`src/rtl/fan_tach_pkg.sv`:
```
package fan_tach_pkg;

    typedef enum logic [1:0] {
        TS_OFF  = 2'd0,
        TS_ARM  = 2'd1,
        TS_HALF = 2'd2,
        TS_FULL = 2'd3
    } tach_state_e;

    // Register index map: channel n sits at BASE + stride*n
    localparam logic [7:0] CNT_BASE    = 8'h20;
    localparam logic [7:0] LIM_BASE    = 8'h28;
    localparam logic [7:0] CTL_BASE    = 8'h60;
    localparam int         PAIR_STRIDE = 2;
    localparam int         CTL_STRIDE  = 16;

endpackage

```
`src/rtl/gate_tick.sv`:
```
module gate_tick #(
    parameter int DIV = 4000
) (
    input  logic clk,
    input  logic rst_n,
    output logic tick
);
    localparam int W = (DIV > 1) ? $clog2(DIV) : 1;
    localparam logic [W-1:0] LAST = W'(DIV - 1);

    logic [W-1:0] div_q;

    assign tick = (div_q == LAST);

    always_ff @(posedge clk or negedge rst_n) begin
        if (!rst_n) begin
            div_q <= '0;
        end else if (tick) begin
            div_q <= '0;
        end else begin
            div_q <= div_q + 1'b1;
        end
    end
endmodule

```
`src/rtl/tach_edge_sync.sv`:
```
module tach_edge_sync #(
    parameter int N = 3
) (
    input  logic         clk,
    input  logic         rst_n,
    input  logic [N-1:0] tach_in,
    output logic [N-1:0] rise
);
    logic [N-1:0] meta_q, sync_q, prev_q;

    always_ff @(posedge clk or negedge rst_n) begin
        if (!rst_n) begin
            meta_q <= '0;
            sync_q <= '0;
            prev_q <= '0;
        end else begin
            meta_q <= tach_in;
            sync_q <= meta_q;
            prev_q <= sync_q;
        end
    end

    assign rise = sync_q & ~prev_q;
endmodule

```
`src/rtl/fan_period_fsm.sv`:
```
module fan_period_fsm
    import fan_tach_pkg::*;
#(
    parameter int CNT_W = 12
) (
    input  logic             clk,
    input  logic             rst_n,
    input  logic             enable,
    input  logic             tick,
    input  logic             rise,
    output logic [CNT_W-1:0] count_q
);
    localparam logic [CNT_W-1:0] CNT_MAX  = '1;
    localparam logic [CNT_W-1:0] CNT_PEAK = CNT_MAX - 1'b1;

    tach_state_e      state_q, state_d;
    logic [CNT_W-1:0] run_q;
    logic [CNT_W-1:0] run_inc;
    logic             near_full;

    assign run_inc   = run_q + {{(CNT_W-1){1'b0}}, tick};
    assign near_full = tick && (run_q == CNT_PEAK);

    // Next-state logic
    always_comb begin
        state_d = state_q;
        unique case (state_q)
            TS_OFF:  if (enable) state_d = TS_ARM;
            TS_ARM:  if (rise) state_d = TS_HALF;
            TS_HALF: begin
                if (near_full)  state_d = TS_ARM;
                else if (rise)  state_d = TS_FULL;
            end
            TS_FULL: begin
                if (rise)           state_d = TS_HALF;
                else if (near_full) state_d = TS_ARM;
            end
        endcase
        if (!enable) state_d = TS_OFF;
    end

    // State register
    always_ff @(posedge clk or negedge rst_n) begin
        if (!rst_n) state_q <= TS_OFF;
        else        state_q <= state_d;
    end

    // Running counter and published count
    always_ff @(posedge clk or negedge rst_n) begin
        if (!rst_n) begin
            run_q   <= '0;
            count_q <= '0;
        end else if (!enable) begin
            run_q <= '0;
        end else begin
            unique case (state_q)
                TS_OFF: run_q <= '0;
                TS_ARM: begin
                    if (rise) begin
                        run_q <= '0;
                    end else if (near_full) begin
                        count_q <= CNT_MAX;
                        run_q   <= '0;
                    end else begin
                        run_q <= run_inc;
                    end
                end
                TS_HALF: begin
                    if (near_full) begin
                        count_q <= CNT_MAX;
                        run_q   <= '0;
                    end else begin
                        run_q <= run_inc;
                    end
                end
                TS_FULL: begin
                    if (rise) begin
                        count_q <= run_inc;
                        run_q   <= '0;
                    end else if (near_full) begin
                        count_q <= CNT_MAX;
                        run_q   <= '0;
                    end else begin
                        run_q <= run_inc;
                    end
                end
            endcase
        end
    end
endmodule

```
`src/rtl/fan_regs.sv`:
```
module fan_regs
    import fan_tach_pkg::*;
#(
    parameter int NFAN  = 3,
    parameter int CNT_W = 12
) (
    input  logic                  clk,
    input  logic                  rst_n,
    input  logic [7:0]            reg_addr,
    input  logic [7:0]            reg_wdata,
    input  logic                  reg_wr,
    input  logic                  reg_rd,
    input  logic [NFAN*CNT_W-1:0] cnt_flat,
    output logic [NFAN*CNT_W-1:0] lim_flat,
    output logic [NFAN-1:0]       fan_off,
    output logic [7:0]            reg_rdata
);
    localparam int HI_W  = CNT_W - 8;
    localparam int PAD_W = 8 - HI_W;

    logic [7:0] ch_word [NFAN];
    logic [7:0] rd_mux;

    for (genvar n = 0; n < NFAN; n++) begin : g_ch
        localparam logic [7:0] A_CH = 8'(CNT_BASE + PAIR_STRIDE * n);
        localparam logic [7:0] A_CL = 8'(A_CH + 1);
        localparam logic [7:0] A_LH = 8'(LIM_BASE + PAIR_STRIDE * n);
        localparam logic [7:0] A_LL = 8'(A_LH + 1);
        localparam logic [7:0] A_CT = 8'(CTL_BASE + CTL_STRIDE * n);

        logic [CNT_W-1:0] cnt_n;
        logic [CNT_W-1:0] lim_q;
        logic [HI_W-1:0]  lim_hi_q;
        logic [7:0]       lo_latch_q;
        logic             off_q;

        assign cnt_n = cnt_flat[n*CNT_W +: CNT_W];

        always_ff @(posedge clk or negedge rst_n) begin
            if (!rst_n) begin
                lim_q      <= '1;
                lim_hi_q   <= '0;
                lo_latch_q <= '0;
                off_q      <= 1'b0;
            end else begin
                if (reg_wr && reg_addr == A_LH) lim_hi_q <= reg_wdata[HI_W-1:0];
                if (reg_wr && reg_addr == A_LL) lim_q <= {lim_hi_q, reg_wdata};
                if (reg_wr && reg_addr == A_CT) off_q <= reg_wdata[7];
                if (reg_rd && reg_addr == A_CH) lo_latch_q <= cnt_n[7:0];
            end
        end

        assign ch_word[n] = (reg_addr == A_CH) ? {{PAD_W{1'b0}}, cnt_n[CNT_W-1:8]} :
                            (reg_addr == A_CL) ? lo_latch_q :
                            (reg_addr == A_LH) ? {{PAD_W{1'b0}}, lim_q[CNT_W-1:8]} :
                            (reg_addr == A_LL) ? lim_q[7:0] :
                            (reg_addr == A_CT) ? {off_q, 7'b0} : 8'h00;

        assign lim_flat[n*CNT_W +: CNT_W] = lim_q;
        assign fan_off[n] = off_q;
    end

    always_comb begin
        rd_mux = 8'h00;
        for (int n = 0; n < NFAN; n++) rd_mux = rd_mux | ch_word[n];
    end

    always_ff @(posedge clk or negedge rst_n) begin
        if (!rst_n)      reg_rdata <= 8'h00;
        else if (reg_rd) reg_rdata <= rd_mux;
    end
endmodule

```
`src/rtl/fan_tach_monitor.sv`:
```
module fan_tach_monitor
    import fan_tach_pkg::*;
#(
    parameter int NFAN     = 3,
    parameter int CNT_W    = 12,
    parameter int GATE_DIV = 4000
) (
    input  logic            clk,
    input  logic            rst_n,
    input  logic [NFAN-1:0] tach_in,
    input  logic [7:0]      reg_addr,
    input  logic [7:0]      reg_wdata,
    input  logic            reg_wr,
    input  logic            reg_rd,
    output logic [7:0]      reg_rdata,
    output logic [NFAN-1:0] fan_alarm
);
    localparam logic [CNT_W-1:0] LIM_QUIET = '1;

    logic                  gate_pulse;
    logic [NFAN-1:0]       tach_rise;
    logic [NFAN-1:0]       fan_off;
    logic [NFAN*CNT_W-1:0] cnt_flat;
    logic [NFAN*CNT_W-1:0] lim_flat;

    gate_tick #(.DIV(GATE_DIV)) u_tick (
        .clk   (clk),
        .rst_n (rst_n),
        .tick  (gate_pulse)
    );

    tach_edge_sync #(.N(NFAN)) u_sync (
        .clk     (clk),
        .rst_n   (rst_n),
        .tach_in (tach_in),
        .rise    (tach_rise)
    );

    for (genvar n = 0; n < NFAN; n++) begin : g_fan
        logic [CNT_W-1:0] cnt_n, lim_n;

        fan_period_fsm #(.CNT_W(CNT_W)) u_fsm (
            .clk     (clk),
            .rst_n   (rst_n),
            .enable  (~fan_off[n]),
            .tick    (gate_pulse),
            .rise    (tach_rise[n]),
            .count_q (cnt_flat[n*CNT_W +: CNT_W])
        );

        assign cnt_n = cnt_flat[n*CNT_W +: CNT_W];
        assign lim_n = lim_flat[n*CNT_W +: CNT_W];
        // A saturated count exceeds every limit except the quiet value
        assign fan_alarm[n] = ~fan_off[n] && (lim_n != LIM_QUIET) && (cnt_n > lim_n);
    end

    fan_regs #(.NFAN(NFAN), .CNT_W(CNT_W)) u_regs (
        .clk       (clk),
        .rst_n     (rst_n),
        .reg_addr  (reg_addr),
        .reg_wdata (reg_wdata),
        .reg_wr    (reg_wr),
        .reg_rd    (reg_rd),
        .cnt_flat  (cnt_flat),
        .lim_flat  (lim_flat),
        .fan_off   (fan_off),
        .reg_rdata (reg_rdata)
    );
endmodule

```
`config.mk`:
```
export PLATFORM = sky130hd
export DESIGN_NAME = fan_tach_monitor
export DESIGN_NICKNAME = d
export VERILOG_FILES = /design/src/rtl/fan_tach_pkg.sv /design/src/rtl/gate_tick.sv /design/src/rtl/tach_edge_sync.sv /design/src/rtl/fan_period_fsm.sv /design/src/rtl/fan_regs.sv /design/src/rtl/fan_tach_monitor.sv
export SDC_FILE = /design/constraint.sdc
export NUM_CORES = 1
export LEC_CHECK = 0
export BUFFER_PORTS_ARGS = -buffer_cell sky130_fd_sc_hd__buf_4
export CAP_MARGIN = 10
export CORE_ASPECT_RATIO = 1.75
export CORE_MARGIN = 10
export CORE_UTILIZATION = 61
export DETAILED_ROUTE_END_ITERATION = 12
export HOLD_SLACK_MARGIN = 0.06
export PLACE_DENSITY = 0.76
export SETUP_SLACK_MARGIN = 0.1
export SYNTH_ARGS = -nofsm -noshare
export SYNTH_HDL_FRONTEND = slang
export SYNTH_SLANG_ARGS = --single-unit
```
`constraint.sdc`:
```
create_clock -name clk -period 2.9 [get_ports clk]
set_input_delay 0.58 -clock clk [delete_from_list [all_inputs] [get_ports clk]]
set_output_delay 0.58 -clock clk [all_outputs]
set_load 0.01 [all_outputs]
```
### Yosys cells after proc, flatten, opt, wreduce, memory -nomap -nowiden

Cells that the tools add are included.

* memory bits (writable): 0
* register bits after elaboration: 182
* word-level logic and storage cells: 180
* output and inout port bits: 11
* ROM bits: 0
* bits in latches: 0
* memories kept: 0
* input port bits: 23

* muxes and demuxes: 61
* equality and inequality tests: 43
* add/sub/neg operators: 4
* reductions and logical operators: 36
* shifts and indexed selects: 0
* multipliers: 0
* divide/modulo/power cells: 0
* $lt $le $gt $ge: 3
* bitwise gates (word level): 7

Operators by type and width (count)
* $mux 12: 19
* $pmux 12 s3: 6
* $mux 8: 15
* $eq 8x6->1 const B: 12
* $eq 12x12->1 const B: 4
* $add 12x1->12: 3
* $gt 12x12->1: 3
* $mux 2: 18
* $ne 12x12->1 const B: 3
* $ne 4x2->1 const B: 6
* $pmux 2 s4: 3
* $logic_and 1x1->1: 21
* $reduce_and 3->1: 6
* $eq 8x7->1 const B: 2
* $or 8x8->8: 2
* $add 12x1->12 const B: 1
* $eq 2x2->1 const B: 6
* $ne 3x2->1 const B: 3
* $reduce_bool 3->1: 3
* $eq 8x8->1 const B: 1
* $eq 2x1->1 const B: 3
* $logic_not 2->1: 3
* $ne 2x2->1 const B: 3
* $reduce_or 2->1: 3
* other kinds (3): 5

### Longest topological paths before layout

Gate-level depths: netlist (run 1).

* depth after elaboration: 8
* gate-level depth with buffers: 10
* depth with buffers taken out: 9

### Hierarchy

From an unflattened synthesis (run 1), not the netlist that was laid out.

* cell total of the unflattened synthesis: 807
* area, all modules: 9187.6 um2

By module, submodules not included
* fan_regs: area an instance 4000.1 um2, cells an instance 303, times used 1, seq. area each 2122.0 um2
* fan_period_fsm: area an instance 1112.3 um2, cells an instance 99, times used 3, seq. area each 650.6 um2
* fan_tach_monitor: area an instance 999.7 um2, cells an instance 138, times used 1, seq. area each 0.0 um2
* gate_tick: area an instance 584.3 um2, cells an instance 57, times used 1, seq. area each 300.3 um2
* tach_edge_sync: area an instance 266.5 um2, cells an instance 12, times used 1, seq. area each 225.2 um2

### Worst setup path before layout (run 1)

No wires, ideal clock.

* path kind: reg-to-reg
* from: reg u_tick.div_q[0]
* to: reg g_fan[1].u_fsm.count_q[9]
* path buffers: 1
* arrival: 2.378 ns
* cell stages (with the launch flop): 11
* library setup time: 0.139 ns
* setup slack: 0.383 ns
* required time: 2.761 ns
* clock period less this slack: 2.517 ns
* path through: dfrtp_1 > ha_1 > nand4_2 > nor3_2 > buf_2 > ha_1 > and4_1 > nand2_1 > or2_2 > xor2_1 > a22oi_1

* word-level cells in the longest chain between the ends: 5
* elaborated cells on any way between the ends: 7
* those cells by class: add/sub (1); eq/ne (1); mux (4); reduce/logical (1)

Ends and longest elaborated chain
* start, declared: RTL line gate_tick.sv:11 `logic [W-1:0] div_q;`
* start signal, assigned: RTL line gate_tick.sv:21 `div_q <= div_q + 1'b1;`
* $eq 12x12->1 *: RTL line gate_tick.sv:13 `assign tick = (div_q == LAST);`
* parallel branches: the longest is 3 deep, another holds $add 12x1->12
* $pmux 12 s3 *: RTL line fan_period_fsm.sv:56 `unique case (state_q)`
* end signal, assigned: RTL line fan_period_fsm.sv:78 `count_q <= run_inc;`
* end, declared: RTL line fan_period_fsm.sv:11 `output logic [CNT_W-1:0] count_q`

Mark *: on every way between the ends. The select of a mux whose other input is x is not followed.
A chain may end at the register's enable or synchronous reset.

### Final worst setup path (run 1)

* from: reg u_regs.g_ch[0].lim_q[4]
* to: out fan_alarm[0]

* word-level cells in the longest chain between the ends: 3
* elaborated cells on any way between the ends: 4
* those cells by class: order compare (1); eq/ne (1); reduce/logical (2)

Ends and longest elaborated chain
* start, declared: RTL line fan_regs.sv:32 `logic [CNT_W-1:0] lim_q;`
* start signal, assigned: RTL line fan_regs.sv:47 `if (reg_wr && reg_addr == A_LL) lim_q <= {lim_hi_q, reg_wdata};`
* parallel branches: the longest is 2 deep, another holds $gt 12x12->1
* $logic_and 1x1->1 *: RTL line fan_tach_monitor.sv:54 `assign fan_alarm[n] = ~fan_off[n] && (lim_n != LIM_QUIET) && (cnt_n > lim_n);`
* end, declared: RTL line fan_tach_monitor.sv:16 `output logic [NFAN-1:0] fan_alarm`

Mark *: on every way between the ends.

==> impl_metrics.prom, run 1 <==
# TYPE chip_impl_metric gauge
chip_impl_info{name="run_status",value="completed"} 1
chip_impl_metric{name="power.density",unit="nW/um^2"} 686
chip_impl_info{name="yosys-top-cells-count",value="dfrtp_1 (146), nor2_1 (105), mux2_2 (60), nand2_1 (59)"} 1
chip_impl_info{name="cell_with_the_most_instances_after_synthesis",value="dfrtp_1"} 1
chip_impl_metric{name="pin_count_of_the_biggest_net_entering_global_routing",unit=""} 65
chip_impl_metric{name="clock_latency_late_sink",unit="ns"} 0.43
chip_impl_metric{name="post_dp_cell_area",unit="um^2"} 9750
chip_impl_metric{name="cts.reportedPaths.clkPinSlew",unit="ns"} 0.07
chip_impl_metric{name="synth_cells",unit=""} 865
chip_impl_metric{name="proportion_of_synthesized_chip_area_in_sequential_cells",unit="%"} 49.5
chip_impl_metric{name="cts_buffer_depth",unit=""} 2
chip_impl_metric{name="final_net_count",unit=""} 976
chip_impl_info{name="synth_ff_type",value="dfrtp_1"} 1
chip_impl_metric{name="drc",unit=""} 0
chip_impl_metric{name="rows",unit=""} 59
chip_impl_metric{name="ys.warnings.count",unit=""} 0
chip_impl_metric{name="insertedDiodeCount",unit=""} 0
chip_impl_info{name="synth_area_leader_cell",value="dfrtp_1"} 1
chip_impl_metric{name="layout_worst_path_cycle_share",unit="%"} 97.2
chip_impl_metric{name="via_count",unit=""} 7048
chip_impl_metric{name="global_route.overflow_total",unit=""} 0
chip_impl_metric{name="async_flop_share",unit="%"} 100
chip_impl_metric{name="post-synth-top-area-fraction",unit="%"} 39.3
chip_impl_metric{name="wire_per_inst",unit="um"} 22.0
chip_impl_info{name="clockRootBuffer",value="clkbuf_16"} 1
chip_impl_metric{name="synth_nets",unit=""} 931
chip_impl_info{name="critical_path.cell_chain",value="inv_1, ha_1, nand4_1, a211o_1, o211a_1, nor4_2, buf_4"} 1
chip_impl_metric{name="synth_edf_count",unit=""} 0
chip_impl_metric{name="port_buffers",unit=""} 33
chip_impl_metric{name="finalSetupTns",unit="ns"} 0
chip_impl_metric{name="groute.usage.overall",unit="%"} 23.7
chip_impl_metric{name="floorplan.core_area",unit="um^2"} 14900
chip_impl_metric{name="wire_length_of_the_first_global_routing_pass",unit="um"} 39200
chip_impl_metric{name="finished_layout_cell_area",unit="um^2"} 10600
chip_impl_metric{name="wl",unit="um"} 24300
chip_impl_info{name="kind_of_end_point_of_the_critical_path",value="primary output"} 1
chip_impl_metric{name="antenna_violations_before_repair",unit=""} 0
chip_impl_metric{name="first_iter_violations",unit=""} 647
chip_impl_metric{name="postCtsHoldBufs",unit=""} 0
chip_impl_metric{name="final_util",unit="%"} 70.9
chip_impl_metric{name="finalHoldViolCount",unit=""} 0
chip_impl_metric{name="start_util",unit="%"} 62.3
chip_impl_metric{name="gpl.final_weighted_congestion",unit=""} 0.931
chip_impl_metric{name="cts.htree.levels",unit=""} 4
chip_impl_metric{name="postSynthRegisterBits",unit=""} 182
chip_impl_info{name="post_synth_main_area_contributors",value="dfrtp_1 (39%), dfstp_2 (10%), mux2_2 (7.3%)"} 1
chip_impl_metric{name="slowest_delay",unit="ns"} 0.54
chip_impl_info{name="setup.worst_path.class",value="flip-flop to primary output"} 1
chip_impl_info{name="grt_setup_unrepaired",value="yes"} 1
chip_impl_metric{name="report.final.setup_viol",unit=""} 0
chip_impl_metric{name="die_area",unit="um^2"} 20800
chip_impl_metric{name="worst-path-max-fanout",unit=""} 2
chip_impl_metric{name="synthesis.area",unit="um^2"} 9290
chip_impl_metric{name="max-cap-violations",unit=""} 0
chip_impl_metric{name="detail_route.first_pass.iterations",unit=""} 7
chip_impl_metric{name="synth.avg_cell_area",unit="um^2"} 10.7
chip_impl_metric{name="hold-worst-slack",unit="ns"} 0.134
chip_impl_metric{name="clock-sinks",unit=""} 182
chip_impl_metric{name="cp_data_arrival_time",unit="ns"} 2.24
chip_impl_info{name="cts_tree",value="built"} 1
chip_impl_metric{name="final_max_slew_viol_count",unit=""} 0
chip_impl_metric{name="antenna_left",unit=""} 0
chip_impl_metric{name="area_delta_synth_final",unit="%"} 13.7
chip_impl_info{name="slowest_stage",value="dfstp_2"} 1
chip_impl_metric{name="achievable-frequency",unit="MHz"} 355
chip_impl_metric{name="place.detailed.hpwl",unit="um"} 17800
chip_impl_metric{name="timing.critical_path.required",unit="ns"} 2.32
chip_impl_metric{name="final_layout_size_suffix_gt1_share",unit="%"} 25.6
chip_impl_metric{name="viasPerCell",unit=""} 6.37
chip_impl_metric{name="clk_skew",unit="ns"} 0.00887
chip_impl_metric{name="dieHeight",unit="um"} 183
chip_impl_info{name="worst_setup_path_start_kind",value="flip-flop"} 1
chip_impl_metric{name="timing.final.crit_period",unit="ns"} 2.82
chip_impl_metric{name="max-slew-margin-rel",unit="%"} 38.8
chip_impl_info{name="worstHoldPathType",value="input pin to asynchronous set/reset pin"} 1
chip_impl_metric{name="power_leakage",unit="nW"} 4.72
chip_impl_metric{name="io_pins",unit=""} 34
chip_impl_metric{name="ir_drop",unit="mV"} 0.397
chip_impl_metric{name="tightestPinTransition",unit="ns"} 0.914
chip_impl_metric{name="die_x",unit="um"} 113
chip_impl_metric{name="number_of_buffers_created_by_cts",unit=""} 17
chip_impl_metric{name="post_synth_num_cell_types",unit=""} 67
chip_impl_metric{name="first_global_vias",unit=""} 7525
## flip-flops by register name, indices dropped and copies added (netlist names), 6 cells and up
name,count
g_fan.u_fsm.state_q,6
u_regs.g_ch.lim_q,36
u_regs.reg_rdata,8
u_tick.div_q,12
u_regs.g_ch.lim_hi_q,12
g_fan.u_fsm.run_q,36
g_fan.u_fsm.count_q,36
u_regs.g_ch.lo_latch_q,24
## logic make-up after synthesis
group | count (synthesis) | share of synthesized area, %
AOI/OAI and AO/OA | 150 | 11.3
DFF | 182 | 49.5
muxes | 78 | 9.88
and+or+nand+nor | 296 | 16.3
buffers and inverters | 77 | 3.49
xor gates and xnor gates | 39 | 3.68
adders and majority gates | 43 | 5.79
## worst max-delay path: cells and delay by family (launching register included)
kind	cells	cell delay, ns
DFF	1	0.54
AOI/OAI and AO/OA	2	0.44
and+or+nand+nor	2	0.34
adders and majority gates	1	0.27
buffers and inverters	2	0.22
## repair_timing
action	in CTS	in global routing
endpoints found under the setup margin	3	4
buffers inserted	11	2
resized for setup	18	10
hold endpoints to repair	0	0
pin swaps	16	6
## report_power, final
part / switching, mW / leakage [nW] / internal [mW]
Clock: 0.998 / 0.271 / 1.28
Combinational: 0.826 / 2.19 / 0.814
Sequential: 0.427 / 2.26 / 2.91
Total: 2.25 / 4.72 / 5.00
## stage by stage
stage	worst slack (ns)	power [mW]	cells
after floorplan	0.383	4.18	865
after CTS	0.0919	7.18	1104
final	0.0813	7.26	1106
after global routing	0.0153	7.60	1106
after detailed placement	0.240	4.79	1061
after global placement	0.299	4.66	1061
## layer usage
metal  routed length (um)  vias up  global-route usage (%)
met1                 8770     3500                    25.2
met5                    0        -                       0
met3                  943      104                    3.17
li1                     -     3200                       -
met4                 1860        0                    16.6
met2                12700      244                    42.0
## final cells by class
class                   instances  area, um^2
clock buffers                  22         444
repair buffers                 60         479
clock inverters                10         123
inverters                      43         161
well taps                     183         229
flip-flops and latches        182        4600
fillers                      1107        4340
multi-input cells             606        4530
## worst paths after layout
path                                         start  cells past startpoint  slack [ns]                   endpoint
min                                          rst_n                      1        0.13    g_fan[1].u_fsm.run_q[4]
min in group clk                        tach_in[0]                      1        0.26           u_sync.meta_q[0]
max                        u_regs.g_ch[0].lim_q[4]                      7        0.08               fan_alarm[0]
max reg2reg                        u_tick.div_q[0]                      9        0.33  g_fan[1].u_fsm.count_q[9]
min reg2reg                       u_sync.meta_q[2]                      0        0.35           u_sync.sync_q[2]
max in group asynchronous                    rst_n                      2        1.98    u_regs.g_ch[2].lim_q[4]
## layout by cell type (no fill, tap or decap), types with 8 or more instances in the layout
master / count
nor3_1: 13
inv_1: 37
a22oi_1: 25
clkbuf_16: 17
nor2_1: 102
nand3_1: 27
mux2_4: 10
a21o_1: 8
nand4_1: 32
a21oi_1: 22
buf_4: 57
xnor2_1: 17
o211ai_1: 8
o21ai_0: 26
dfrtp_1: 146
ha_1: 34
a2bb2oi_1: 17
dfstp_2: 36
xor2_1: 22
nor2b_1: 10
mux2_2: 60
nand2_1: 59
ha_4: 8
No activity file was read; power rests on OpenSTA's default activity.
==> run 2, diff against run 1 <==
Settings changed: CTS_BUF_LIST set to sky130_fd_sc_hd__clkbuf_8.
==> run 2 against run 1 <==
Die area did not move. Flip-flop and latch count unchanged. Worst hold slack worse by 0.035 ns. Power is 9.0% lower. Register-to-register slack about the same. Clock-buffer cell count decreased by 5. Largest cell class unchanged. Wire length decreased by 3.0%. Via count shrank 0.41%. Clock power is 27% lower.
==> impl_metrics.prom, run 2 (synthesis gave the netlist of run 1 again) <==
# TYPE chip_impl_metric gauge
chip_impl_info{name="run_status",value="completed"} 1
chip_impl_info{name="clockRootBuffer",value="clkbuf_8"} 1
chip_impl_metric{name="p_sw_share",unit="%"} 32.4
chip_impl_metric{name="cp_data_arrival_time",unit="ns"} 2.26
chip_impl_metric{name="final_net_count",unit=""} 975
chip_impl_metric{name="max-cap-violations",unit=""} 0
chip_impl_metric{name="floorplan.core_area",unit="um^2"} 14900
chip_impl_metric{name="timing.critical_path.required",unit="ns"} 2.32
chip_impl_metric{name="power_leakage",unit="nW"} 4.66
chip_impl_info{name="worst_setup_path_start_kind",value="flip-flop"} 1
chip_impl_metric{name="antenna_left",unit=""} 0
chip_impl_metric{name="wire_length_of_the_first_global_routing_pass",unit="um"} 38400
chip_impl_info{name="slowest_stage",value="dfstp_2"} 1
chip_impl_info{name="critical_path.cell_chain",value="inv_1, ha_1, nand4_1, a211o_1, o211a_1, nor4_2, buf_4"} 1
chip_impl_metric{name="dp.cells",unit=""} 1061
chip_impl_metric{name="p_switching",unit="mW"} 2.14
chip_impl_metric{name="port_buffers",unit=""} 33
chip_impl_metric{name="cts_buffer_depth",unit=""} 2
chip_impl_metric{name="ir_drop",unit="mV"} 0.472
chip_impl_metric{name="final_util",unit="%"} 69.6
chip_impl_metric{name="power.internal",unit="mW"} 4.46
chip_impl_metric{name="finalHoldViolCount",unit=""} 0
chip_impl_metric{name="layout_worst_path_cycle_share",unit="%"} 98.0
chip_impl_metric{name="seq_power_share",unit="%"} 50.4
chip_impl_metric{name="viasPerCell",unit=""} 6.35
chip_impl_metric{name="die_x",unit="um"} 113
chip_impl_metric{name="num-fill-cells",unit=""} 1141
chip_impl_info{name="setup.worst_path.class",value="flip-flop to primary output"} 1
chip_impl_metric{name="number_of_buffers_created_by_cts",unit=""} 17
chip_impl_metric{name="clock-sinks",unit=""} 182
chip_impl_metric{name="timing.final.crit_period",unit="ns"} 2.84
chip_impl_metric{name="final_max_slew_viol_count",unit=""} 0
chip_impl_metric{name="first_global_vias",unit=""} 7486
chip_impl_metric{name="slowest_delay",unit="ns"} 0.53
chip_impl_info{name="layout.cells.most_common_list",value="dfrtp_1 (146), nor2_1 (102), mux2_2 (60), nand2_1 (59), buf_4 (56)"} 1
chip_impl_metric{name="drc",unit=""} 0
chip_impl_metric{name="report.power.total",unit="mW"} 6.60
chip_impl_info{name="top_regs",value="g_fan.u_fsm.count_q x36, g_fan.u_fsm.run_q x36, u_regs.g_ch.lim_q x36"} 1
chip_impl_metric{name="worst-path-max-fanout",unit=""} 2
chip_impl_metric{name="groute.usage.overall",unit="%"} 23.2
chip_impl_metric{name="tightestPinTransition",unit="ns"} 0.919
chip_impl_metric{name="clock_latency_late_sink",unit="ns"} 0.46
chip_impl_metric{name="die_area",unit="um^2"} 20800
chip_impl_metric{name="hold-worst-slack",unit="ns"} 0.0986
chip_impl_metric{name="share_comb_of_total_power",unit="%"} 24.3
chip_impl_info{name="grt_setup_unrepaired",value="yes"} 1
chip_impl_metric{name="gpl.final_weighted_congestion",unit=""} 0.931
chip_impl_metric{name="area_delta_synth_final",unit="%"} 11.6
chip_impl_metric{name="first_iter_violations",unit=""} 513
chip_impl_metric{name="io_pins",unit=""} 34
chip_impl_metric{name="clk_skew",unit="ns"} 0.0123
chip_impl_metric{name="post_layout_nonfiller_instances",unit=""} 1105
chip_impl_metric{name="max-slew-margin-rel",unit="%"} 38.5
chip_impl_metric{name="insertedDiodeCount",unit=""} 0
chip_impl_metric{name="wire_per_inst",unit="um"} 21.3
chip_impl_metric{name="place.detailed.hpwl",unit="um"} 17800
chip_impl_metric{name="clock_power_share",unit="%"} 25.3
chip_impl_info{name="cts_tree",value="built"} 1
chip_impl_metric{name="antenna_violations_before_repair",unit=""} 0
chip_impl_metric{name="detail_route.first_pass.iterations",unit=""} 5
chip_impl_metric{name="cts.htree.levels",unit=""} 4
chip_impl_metric{name="report.final.setup_viol",unit=""} 0
chip_impl_info{name="worst_path_dominant_cell_family",value="flip-flops"} 1
chip_impl_metric{name="achievable-frequency",unit="MHz"} 352
chip_impl_metric{name="critical_path_buf_inv_count",unit=""} 2
chip_impl_metric{name="power.density",unit="nW/um^2"} 636
chip_impl_metric{name="global_route.overflow_total",unit=""} 0
chip_impl_metric{name="postCtsHoldBufs",unit=""} 0
chip_impl_metric{name="cts.reportedPaths.clkPinSlew",unit="ns"} 0.08
chip_impl_metric{name="dieHeight",unit="um"} 183
chip_impl_info{name="final_common_cell",value="dfrtp_1"} 1
chip_impl_metric{name="wl",unit="um"} 23600
chip_impl_metric{name="start_util",unit="%"} 62.3
chip_impl_metric{name="via_count",unit=""} 7019
chip_impl_metric{name="pin_count_of_the_biggest_net_entering_global_routing",unit=""} 65
chip_impl_metric{name="rows",unit=""} 59
chip_impl_metric{name="finalSetupTns",unit="ns"} 0
chip_impl_metric{name="final_layout_size_suffix_gt1_share",unit="%"} 25.4
chip_impl_info{name="worstHoldPathType",value="input pin to asynchronous set/reset pin"} 1
chip_impl_info{name="kind_of_end_point_of_the_critical_path",value="primary output"} 1
[run 2: cell types whose count changed in the layout (fill, tap and decap cells not counted), moves of 5 or more]
cell / change
clkbuf_1: -5
inv_1: +6
clkbuf_16: -17
clkbuf_8: +17
[run 2: cell type report]
| type | count | area (um^2) | area share (%) |
|---|---|---|---|
| flip-flops and latches | 182 | 4600 | 44.3 |
| multi-input cells | 606 | 4530 | 43.7 |
| repair buffers | 59 | 472 | 4.55 |
| clock buffers | 17 | 234 | 2.26 |
| well taps | 183 | 229 | 2.21 |
| inverters | 43 | 161 | 1.56 |
| clock inverters | 15 | 141 | 1.36 |
[run 2: routing by layer]
layer | track usage (%) | wire length (um) | vias to the layer above
li1 | - | - | 3191
met1 | 24.0 | 8460 | 3490
met2 | 40.1 | 12300 | 228
met3 | 4.08 | 908 | 110
met4 | 18.2 | 1950 | 0
met5 | 0 | 0 | -
[run 2: power by group through the flow]
stage / logic (mW) / clock network, mW / registers [mW]
2_1_floorplan: 1.03 / 0 / 3.15
3_3_place_gp: 1.34 / 0 / 3.32
3_5_place_dp: 1.45 / 0 / 3.33
4_1_cts: 1.55 / 1.69 / 3.31
5_1_grt: 1.80 / 1.80 / 3.36
6_report: 1.60 / 1.67 / 3.32
[run 2: final timing paths]
kind                                          from                   endpoint  slack, ns  cells past startpoint
min                                          rst_n    g_fan[1].u_fsm.run_q[4]        0.1                      1
min reg2reg                       u_sync.meta_q[2]           u_sync.sync_q[2]       0.36                      0
max                        u_regs.g_ch[0].lim_q[6]               fan_alarm[0]       0.06                      7
max reg2reg                        u_tick.div_q[0]  g_fan[1].u_fsm.count_q[9]       0.33                      9
max in group asynchronous                    rst_n    u_regs.g_ch[2].lim_q[6]       2.03                      2
min in group clk                        tach_in[0]           u_sync.meta_q[0]       0.22                      1
[run 2: worst register-to-register path: cells and delay by family (launching register included)]
| kind | cells | cell delay (ns) |
|---|---|---|
| XOR/XNOR | 1 | 0.20 |
| flip-flops | 1 | 0.40 |
| AO/OA/AOI/OAI | 1 | 0.14 |
| AND/OR/NAND/NOR | 5 | 1.16 |
| adder cells (fa/ha/maj) | 2 | 0.54 |
[run 2: per-stage QoR]
step | setup WS, ns | area (um^2)
after floorplan | 0.383 | 9290
after global placement | 0.299 | 9750
after detailed placement | 0.240 | 9750
after CTS | 0.0452 | 10300
after global routing | -0.0579 | 10400
final | 0.0580 | 10400
[run 2: what timing repair did]
action | 4_1_cts | 5_1_grt
buffers inserted | 12 | 0
pin swaps | 17 | 5
setup endpoints to repair | 3 | 8
gates resized for setup | 16 | 12
